==> src/rtl/cfg_scrub_pkg.sv <==
package cfg_scrub_pkg;

   typedef enum logic [2:0] {
      ST_IDLE,
      ST_SEND_CMD,
      ST_READ_FRAME,
      ST_NEXT_FRAME,
      ST_COMPARE
   } scrub_state_t;

   localparam logic [31:0] CRC_POLY = 32'h04C1_1DB7;
   localparam logic [31:0] CRC_SEED = 32'hFFFF_FFFF;
   localparam logic [31:0] CMD_BASE = 32'h3000_0000;

   // One full 32-bit word folded into the CRC, MSB first.
   function automatic logic [31:0] crc32_word(input logic [31:0] crc_in,
                                              input logic [31:0] data);
      logic [31:0] c;
      logic        fb;
      c = crc_in;
      for (int b = 31; b >= 0; b--) begin
         fb = c[31] ^ data[b];
         c  = {c[30:0], 1'b0};
         if (fb) c = c ^ CRC_POLY;
      end
      return c;
   endfunction

endpackage

==> src/rtl/crc32_word_acc.sv <==
module crc32_word_acc
   import cfg_scrub_pkg::*;
(
   input  logic        clk,
   input  logic        rst_n,
   input  logic        clear,
   input  logic        en,
   input  logic [31:0] data,
   output logic [31:0] crc
);

   always_ff @(posedge clk or negedge rst_n) begin
      if (!rst_n)     crc <= CRC_SEED;
      else if (clear) crc <= CRC_SEED;
      else if (en)    crc <= crc32_word(crc, data);
   end

endmodule

==> src/rtl/frame_addr_rom.sv <==
module frame_addr_rom #(
   parameter int          NUM_FRAMES   = 4,
   parameter int          IDX_W        = 2,
   parameter logic [31:0] FRAME_BASE   = 32'h0040_0000,
   parameter logic [31:0] FRAME_STRIDE = 32'h0000_0100
) (
   input  logic [IDX_W-1:0] idx,
   output logic [31:0]      addr
);

   generate
      if (NUM_FRAMES == 0) begin : g_empty
         assign addr = FRAME_BASE;
         logic unused_idx;
         assign unused_idx = ^idx;
      end else begin : g_table
         logic [31:0] tbl [NUM_FRAMES];
         for (genvar i = 0; i < NUM_FRAMES; i++) begin : g_ent
            assign tbl[i] = FRAME_BASE + FRAME_STRIDE * 32'(i);
         end
         always_comb begin
            addr = FRAME_BASE;
            for (int i = 0; i < NUM_FRAMES; i++)
               if (idx == IDX_W'(i)) addr = tbl[i];
         end
      end
   endgenerate

endmodule

==> src/rtl/cmd_buffer.sv <==
module cmd_buffer
   import cfg_scrub_pkg::*;
#(
   parameter int CMD_WORDS = 11,
   parameter int IDX_W     = 4,
   parameter int ADDR_SLOT = 3
) (
   input  logic [IDX_W-1:0] idx,
   input  logic [31:0]      frame_addr,
   output logic [31:0]      word
);

   logic [31:0] tbl [CMD_WORDS];

   generate
      for (genvar k = 0; k < CMD_WORDS; k++) begin : g_word
         if (k == ADDR_SLOT) begin : g_addr
            assign tbl[k] = frame_addr;
         end else begin : g_fixed
            assign tbl[k] = CMD_BASE | 32'(k);
         end
      end
   endgenerate

   always_comb begin
      word = '0;
      for (int k = 0; k < CMD_WORDS; k++)
         if (idx == IDX_W'(k)) word = tbl[k];
   end

endmodule

==> src/rtl/cfg_crc_scrubber.sv <==
module cfg_crc_scrubber
   import cfg_scrub_pkg::*;
#(
   parameter int          NUM_FRAMES      = 4,
   parameter int          WORDS_PER_FRAME = 4,
   parameter int          CMD_WORDS       = 11,
   parameter int          ADDR_SLOT       = 3,
   parameter logic [31:0] FRAME_BASE      = 32'h0040_0000,
   parameter logic [31:0] FRAME_STRIDE    = 32'h0000_0100
) (
   input  logic        clk,
   input  logic        rst_n,
   output logic        rb_cmd_valid,
   output logic [31:0] rb_cmd_data,
   output logic        rb_rd_req,
   input  logic        rb_rd_valid,
   input  logic [31:0] rb_rd_data,
   output logic        pass_done,
   output logic        golden_valid,
   output logic        config_fail,
   output logic [31:0] ref_sig
);

   localparam int FRM_W = (NUM_FRAMES > 1)      ? $clog2(NUM_FRAMES)      : 1;
   localparam int CMD_W = (CMD_WORDS > 1)       ? $clog2(CMD_WORDS)       : 1;
   localparam int WRD_W = (WORDS_PER_FRAME > 1) ? $clog2(WORDS_PER_FRAME) : 1;
   localparam bit EMPTY = (NUM_FRAMES == 0);
   localparam logic [FRM_W-1:0] FRM_LAST = FRM_W'((NUM_FRAMES > 0) ? NUM_FRAMES - 1 : 0);
   localparam logic [CMD_W-1:0] CMD_LAST = CMD_W'(CMD_WORDS - 1);
   localparam logic [WRD_W-1:0] WRD_LAST = WRD_W'(WORDS_PER_FRAME - 1);

   generate
      if (NUM_FRAMES < 0)        begin : g_bad_frames $error("NUM_FRAMES must be >= 0");        end
      if (WORDS_PER_FRAME < 1)   begin : g_bad_words  $error("WORDS_PER_FRAME must be >= 1");   end
      if (CMD_WORDS < 1)         begin : g_bad_cmds   $error("CMD_WORDS must be >= 1");         end
      if (ADDR_SLOT >= CMD_WORDS) begin : g_bad_slot  $error("ADDR_SLOT must be < CMD_WORDS");  end
   endgenerate

   scrub_state_t      state, state_nxt;
   logic [FRM_W-1:0]  frm_idx;
   logic [CMD_W-1:0]  cmd_idx;
   logic [WRD_W-1:0]  wrd_idx;
   logic [31:0]       frame_addr;
   logic [31:0]       crc;
   logic              crc_en;
   logic              crc_clear;

   frame_addr_rom #(
      .NUM_FRAMES  (NUM_FRAMES),
      .IDX_W       (FRM_W),
      .FRAME_BASE  (FRAME_BASE),
      .FRAME_STRIDE(FRAME_STRIDE)
   ) u_rom (
      .idx (frm_idx),
      .addr(frame_addr)
   );

   cmd_buffer #(
      .CMD_WORDS(CMD_WORDS),
      .IDX_W    (CMD_W),
      .ADDR_SLOT(ADDR_SLOT)
   ) u_cmd (
      .idx       (cmd_idx),
      .frame_addr(frame_addr),
      .word      (rb_cmd_data)
   );

   crc32_word_acc u_crc (
      .clk  (clk),
      .rst_n(rst_n),
      .clear(crc_clear),
      .en   (crc_en),
      .data (rb_rd_data),
      .crc  (crc)
   );

   assign rb_cmd_valid = (state == ST_SEND_CMD);
   assign rb_rd_req    = (state == ST_READ_FRAME);
   assign crc_en       = rb_rd_req && rb_rd_valid;
   assign crc_clear    = (state == ST_COMPARE);

   always_comb begin
      state_nxt = state;
      unique case (state)
         ST_IDLE:       state_nxt = EMPTY ? ST_COMPARE : ST_SEND_CMD;
         ST_SEND_CMD:   if (cmd_idx == CMD_LAST) state_nxt = ST_READ_FRAME;
         ST_READ_FRAME: if (rb_rd_valid && wrd_idx == WRD_LAST) state_nxt = ST_NEXT_FRAME;
         ST_NEXT_FRAME: state_nxt = (frm_idx == FRM_LAST) ? ST_COMPARE : ST_SEND_CMD;
         ST_COMPARE:    state_nxt = EMPTY ? ST_IDLE : ST_SEND_CMD;
         default:       state_nxt = ST_IDLE;
      endcase
   end

   always_ff @(posedge clk or negedge rst_n) begin
      if (!rst_n) begin
         state   <= ST_IDLE;
         frm_idx <= '0;
         cmd_idx <= '0;
         wrd_idx <= '0;
      end else begin
         state <= state_nxt;
         if (state == ST_SEND_CMD)
            cmd_idx <= (cmd_idx == CMD_LAST) ? '0 : cmd_idx + 1'b1;
         if (crc_en)
            wrd_idx <= (wrd_idx == WRD_LAST) ? '0 : wrd_idx + 1'b1;
         if (state == ST_NEXT_FRAME)
            frm_idx <= (frm_idx == FRM_LAST) ? '0 : frm_idx + 1'b1;
      end
   end

   always_ff @(posedge clk or negedge rst_n) begin
      if (!rst_n) begin
         pass_done    <= 1'b0;
         golden_valid <= 1'b0;
         config_fail  <= 1'b0;
         ref_sig      <= '0;
      end else begin
         pass_done <= (state == ST_COMPARE);
         if (state == ST_COMPARE) begin
            if (!golden_valid) begin
               ref_sig      <= crc;
               golden_valid <= 1'b1;
            end else if (crc != ref_sig) begin
               config_fail  <= 1'b1;
            end
         end
      end
   end

endmodule

==> config.mk <==
export PLATFORM = sky130hd
export DESIGN_NAME = cfg_crc_scrubber
export DESIGN_NICKNAME = d
export VERILOG_FILES = /design/src/rtl/cfg_scrub_pkg.sv /design/src/rtl/crc32_word_acc.sv /design/src/rtl/frame_addr_rom.sv /design/src/rtl/cmd_buffer.sv /design/src/rtl/cfg_crc_scrubber.sv
export SDC_FILE = /design/constraint.sdc
export NUM_CORES = 1
export LEC_CHECK = 0
export BUFFER_PORTS_ARGS = -buffer_cell sky130_fd_sc_hd__buf_2
export CAP_MARGIN = 20
export CORE_MARGIN = 4
export CORE_UTILIZATION = 60
export CTS_CLUSTER_SIZE = 30
export DETAILED_ROUTE_END_ITERATION = 7
export PLACE_DENSITY_LB_ADDON = 0.25
export SYNTH_ARGS = -nofsm -noshare
export SYNTH_HDL_FRONTEND = slang
export SYNTH_SLANG_ARGS = --single-unit
==> constraint.sdc <==
create_clock -name clk -period 7.8 [get_ports clk]
set_clock_uncertainty 0.05 [all_clocks]
set_input_delay 1.95 -clock clk [delete_from_list [all_inputs] [get_ports clk]]
set_output_delay 1.95 -clock clk [all_outputs]
set_load 0.01 [all_outputs]
Yosys cells after proc, flatten, opt, wreduce, memory -nomap -nowiden
Index checks and enable logic that the tools add are counted.
- input port bits: 35
- latch bits: 0
- logic and storage cells: 224
- bits in read-only memories: 0
- bits in registers: 78
- memories kept: 0
- memory bits (writable): 0
- output and inout port bits: 69
- $lt $le $gt $ge: 0
- divide/modulo/power cells: 0
- mux-type cells: 117
- shift-type cells: 0
- equal/unequal tests: 21
- bitwise operators: 65
- $mul: 0
- reduce and logical (&&, ||, !) cells: 9
- add/subtract/negate cells: 3
- operator list (kind ; count):
    $mux W32 ; 64
    $mux W27 ; 32
    $not A14 Y14 ; 32
    $mux W30 ; 11
    $ne A32 B32 Y1 ; 1
    $xor A1 B1 Y1 ; 32
    $mux W10 ; 2
    $eq A4 B3 Y1 const B ; 4
    $eq A4 B4 Y1 const B ; 3
    $pmux W3 S4 ; 1
    $mux W3 ; 3
    $mux W9 ; 1
    $eq A4 B2 Y1 const B ; 2
    $eq A2 B2 Y1 const B ; 3
    $eq A3 B2 Y1 const B ; 2
    $add A2 B1 Y2 const B ; 2
    $add A4 B1 Y4 const B ; 1
    $eq A4 B1 Y1 const B ; 1
    $logic_not A4 Y1 ; 1
    $mux W2 ; 2
    $mux W4 ; 1
    $ne A2 B1 Y1 const B ; 2
    $reduce_and A2 Y1 ; 2
    $eq A3 B1 Y1 const B ; 1
    other kinds (8) ; 9

Logic depth before layout (Yosys ltp)
- word-level depth: 128
- gate-level depth with buffers: 9
- depth with buffers taken out: 9

Hierarchy
From an unflattened synthesis, not the netlist that was laid out.
- cells, all modules: 643
- area, all modules: 7334.5 um^2
- modules (own cells, without submodules) (module ; times used ; area each (um^2) ; seq. area each (um^2) ; cells each):
    crc32_word_acc ; 1 ; 4560.6 ; 840.8 ; 396
    cfg_crc_scrubber ; 1 ; 2204.6 ; 1151.1 ; 167
    cmd_buffer ; 1 ; 329.1 ; 0.0 ; 46
    frame_addr_rom ; 1 ; 240.2 ; 0.0 ; 34

Worst setup path after synthesis
No wires, ideal clock.
- path kind: in2reg
- start: input port rb_rd_data[27]
- end: register u_crc.crc[12]
- required time: 7.677 ns
- setup slack: 2.554 ns
- setup time: 0.073 ns
- cell stages on the path: 9
- buffers on the path: 0
- arrival time: 5.123 ns
- cell sequence: xnor2_2 > xnor3_1 > xnor3_2 > xor3_2 > xnor2_4 > xnor3_1 > xnor2_2 > xnor3_1 > a21oi_1
- longest elaborated chain between the ends: 92
- elaborated cells between the ends (all ways): 124
- classes of those cells: 84 x mux; 40 x bitwise
- ends and longest elaborated chain (element ; RTL line ; source):
    start, declared ; cfg_crc_scrubber.sv:17 ; input logic [31:0] rb_rd_data,
    $xor A1 B1 Y1 (*) ; cfg_scrub_pkg.sv:22 ; fb = c[31] ^ data[b];
    $mux W27 (*) ; cfg_scrub_pkg.sv:24 ; if (fb) c = c ^ CRC_POLY;
    $mux W32 (*) ; crc32_word_acc.sv:15 ; else if (en) crc <= crc32_word(crc, data);
    $mux W32 (*) ; crc32_word_acc.sv:14 ; else if (clear) crc <= CRC_SEED;
    $mux W27 ; cfg_scrub_pkg.sv:24 ;
    $mux W32 (*) ; crc32_word_acc.sv:15 ;
    $mux W32 (*) ; crc32_word_acc.sv:14 ;
    $mux W27 ; cfg_scrub_pkg.sv:24 ;
    [76 not listed] ; n/a ;
    $not A14 Y14 (no source line) ; n/a ;
    $mux W27 ; cfg_scrub_pkg.sv:24 ;
    $mux W32 (*) ; crc32_word_acc.sv:15 ;
    $mux W32 (*) ; crc32_word_acc.sv:14 ;
    $not A14 Y14 (no source line) ; n/a ;
    $mux W27 (*) ; cfg_scrub_pkg.sv:24 ;
    $mux W32 (*) ; crc32_word_acc.sv:15 ;
    $mux W32 (*) ; crc32_word_acc.sv:14 ;
    end signal, assigned ; crc32_word_acc.sv:15 ;
    end, declared ; crc32_word_acc.sv:9 ; output logic [31:0] crc
Mark *: on every way between the ends. The rest lies on a longest branch, timed or not. The select of a mux whose other input is x is not followed.
A chain may end at the register's enable or synchronous reset.

Worst setup path in the final report
- start: input port rb_rd_data[25]
- end: register u_crc.crc[14]
- longest elaborated chain between the ends: 83
- elaborated cells between the ends (all ways): 108
- classes of those cells: 78 x mux; 30 x bitwise
- ends and longest elaborated chain (element ; RTL line):
    $xor A1 B1 Y1 (*) ; cfg_scrub_pkg.sv:22
    $mux W27 (*) ; cfg_scrub_pkg.sv:24
    $mux W32 (*) ; crc32_word_acc.sv:15
    $mux W32 (*) ; crc32_word_acc.sv:14
    $mux W27 ; cfg_scrub_pkg.sv:24
    $mux W32 (*) ; crc32_word_acc.sv:15
    $mux W32 (*) ; crc32_word_acc.sv:14
    $mux W27 ; cfg_scrub_pkg.sv:24
    [67 not listed] ; n/a
    $mux W32 (*) ; crc32_word_acc.sv:15
    $mux W32 (*) ; crc32_word_acc.sv:14
    $mux W27 (*) ; cfg_scrub_pkg.sv:24
    $mux W32 (*) ; crc32_word_acc.sv:15
    $mux W32 (*) ; crc32_word_acc.sv:14
    $mux W27 (*) ; cfg_scrub_pkg.sv:24
    $mux W32 (*) ; crc32_word_acc.sv:15
    $mux W32 (*) ; crc32_word_acc.sv:14
Marks and branches as above.

==> impl_metrics.py <==
metrics = {
    "cells_and_area": {
        "area_growth_pct": 10.7,
        "diodes": 0,
        "drive_gt1_frac": 0.291,
        "finalInstanceArea_um2": 7590,
        "final_nets": 694,
    },
    "clock_network": {
        "clk_path_buf_depth": 2,
        "cts_resized": 0,
        "insertion_delay_ns": 0.34,
        "clock-sinks": 78,
        "cts_tree": "yes",
        "cts-htree-levels": 3,
        "cts_setup_buffers": 0,
        "hold_buffers": 0,
        "numCtsBuffers": 9,
        "cts_root_buf": "clkbuf_16",
        "path_clk_slew_ns": 0.06,
    },
    "global_routing": {
        "grt_max_degree": 79,
        "grt_use_total": 0.263,
        "grt_overflow": 0,
        "grt_pass1_vias": 4526,
        "antenna_found_initial": 0,
        "grt_pass1_wl_um": 25900,
    },
    "die": {
        "die_x_um": 115,
        "rows": 38,
        "io_pins": 104,
        "core_area_um2": 11000,
        "floorplan.initialDensity": 0.621,
        "die_area_um2": 13200,
        "die_h_um": 115,
    },
    "critical_path": {
        "worst-path-buf-inv": 1,
        "crit_slowest_cell": "xnor3_2",
        "cp_max_fo": 8,
        "path_cells": "buf_2 > xnor2_2 > xnor3_1 > xnor3_2 > xnor2_4 > xnor3_2 > xor2_1 > xnor3_1 > xor2_1 > a21oi_1",
        "cp_slowest_stage_delay_ns": 0.63,
        "crit_arrival_ns": 5.71,
        "crit_family": "XOR/XNOR gates",
        "cp.required_ns": 8.01,
        "rrSetupSlack_ns": 3.50,
        "end_kind": "flip-flop",
        "critPathKind": "input port to flip-flop",
        "crit_path_start_kind": "input port",
    },
    "logic_synthesis": {
        "syn_area_um2": 6850,
        "synth-async-reset-ratio": 1.00,
        "synth_cell_types": 40,
        "synthTopCellsByCount": "xnor2_1 (181), xor2_1 (47), dfrtp_1 (46), xnor3_1 (40)",
        "ys_seq_area_frac": 0.291,
        "synth_ff_type": "dfrtp_1",
        "synth_cells": 578,
        "synth_edf_count": 0,
        "yosysMostFrequentCell": "xnor2_1",
        "synth_top_area_frac": 0.231,
        "syn_area_per_cell_um2": 11.9,
        "synth_area_leaders": "xnor2_1 (23%), dfrtp_1 (17%), xnor3_1 (13%)",
        "synth_top_area_cell": "xnor2_1",
        "ys_ff_latch": 78,
        "ys.warnings.count": 0,
    },
    "timing": {
        "post-route-period-util": 0.704,
        "fmax_mhz": 182,
        "max-slew-margin-rel": 0.351,
        "drv_slew": 0,
        "finalSetupTns_ns": 0,
        "final_hold_viol_count": 0,
        "min_period_ns": 5.49,
        "tightestPinTransition_ns": 0.973,
        "setup_viol": 0,
        "rsz0062_at_grt": "false",
    },
    "status": {
        "status": "complete, no violations",
    },
    "detailed_routing": {
        "highest_layer": "met4",
        "wl_per_cell_um": 21.1,
        "met1_length_um": 7230,
        "drt_iter0_drc": 348,
        "drt_first_pass_iters": 4,
        "ant_nets": 0,
        "dr_total_vias": 4338,
        "wl_um": 16800,
        "drc": 0,
        "routed-wl-met3_um": 1250,
        "vias_per_cell": 5.42,
        "route.met2.wl_um": 8110,
    },
    "job": {
        "cap_viol_max_count": 0,
    },
    "place": {
        "hpwl_um": 13400,
        "placed_area_um2": 7300,
        "portBuffers": 80,
        "place.gp.congestion": 0.993,
    },
    "min_path": {
        "min_path_type": "flip-flop to flip-flop",
    },
}
## worst paths after layout
kind | from | to | depth (start not counted)
max | rb_rd_data[25] | u_crc.crc[14] | 10
min | config_fail | config_fail | 1
max reg2reg | u_crc.crc[28] | u_crc.crc[14] | 9
min reg2reg | config_fail | config_fail | 1
max in group asynchronous | rst_n | ref_sig[7] | 1
min in group asynchronous | rst_n | ref_sig[30] | 1
## placed cells by master (no fill, tap or decap), types with 6 or more instances in the layout
cell type,count
xnor3_1,40
conb_1,23
mux2_2,34
a21oi_1,33
nand4_1,8
nand2_1,9
clkbuf_16,9
dfrtp_1,46
buf_2,79
inv_1,6
dfstp_2,32
xnor2_2,7
xnor2_1,181
xnor2_4,7
xor2_1,47
nor3_1,34
## state kept, by name (all words and copies together), names as in the netlist
| signal | count |
|---|---|
| cmd_idx | 4 |
| config_fail | 1 |
| frm_idx | 2 |
| golden_valid | 1 |
| pass_done | 1 |
| ref_sig | 32 |
| state | 3 |
| u_crc.crc | 32 |
| wrd_idx | 2 |
## cell families (layout without fill, tap and decap cells)
kind of cell               Yosys count  after routing  synth area share
AOI/OAI and AO/OA                   49             49            0.0396
xor gates and xnor gates           296            296             0.514
adders and majority gates            4              4           0.00730
buffers and inverters               45            105            0.0382
DFF                                 78             78             0.291
muxes                               35             35            0.0573
other                                1             23          0.000547
and+or+nand+nor                     70             70            0.0529
## metrics by stage
stage | worst slack, ns | util | hold WS (ns) | std cells
3_3_place_gp | 1.95 | 0.662 | 0.400 | 783
3_5_place_dp | 1.96 | 0.662 | 0.404 | 783
5_1_grt | 2.14 | 0.688 | 0.435 | 800
4_1_cts | 2.30 | 0.685 | 0.418 | 799
2_1_floorplan | 2.55 | - | 0.431 | 600
6_report | 2.31 | 0.688 | 0.411 | 800
## layout make-up
cell class | instances | area [µm²]
clock buffer | 12 | 236
sequential | 78 | 1990
tap | 140 | 175
timing repair buffer | 83 | 445
inverter | 6 | 22.5
clock inverter | 4 | 25.0
multi-input combinational | 477 | 4690
fill | 848 | 3440
## worst reg2reg max path: stages (launching register included)
cell and delay [ns]:
dfstp_2 0.59, xor2_2 0.39, xnor3_1 0.61, xnor3_2 0.53, xnor2_4 0.35, xnor3_2 0.63
xor2_1 0.30, xnor3_1 0.47, xor2_1 0.16, a21oi_1 0.16
## routing by layer
metal / vias to the layer above / GRT usage
li1: 2049 / -
met1: 2113 / 0.360
met2: 153 / 0.431
met3: 23 / 0.0589
met4: 0 / 0.0556
met5: - / 0
Power is not shown: default switching activity piles up to over one toggle a cycle in this logic, so the estimate is an artifact.
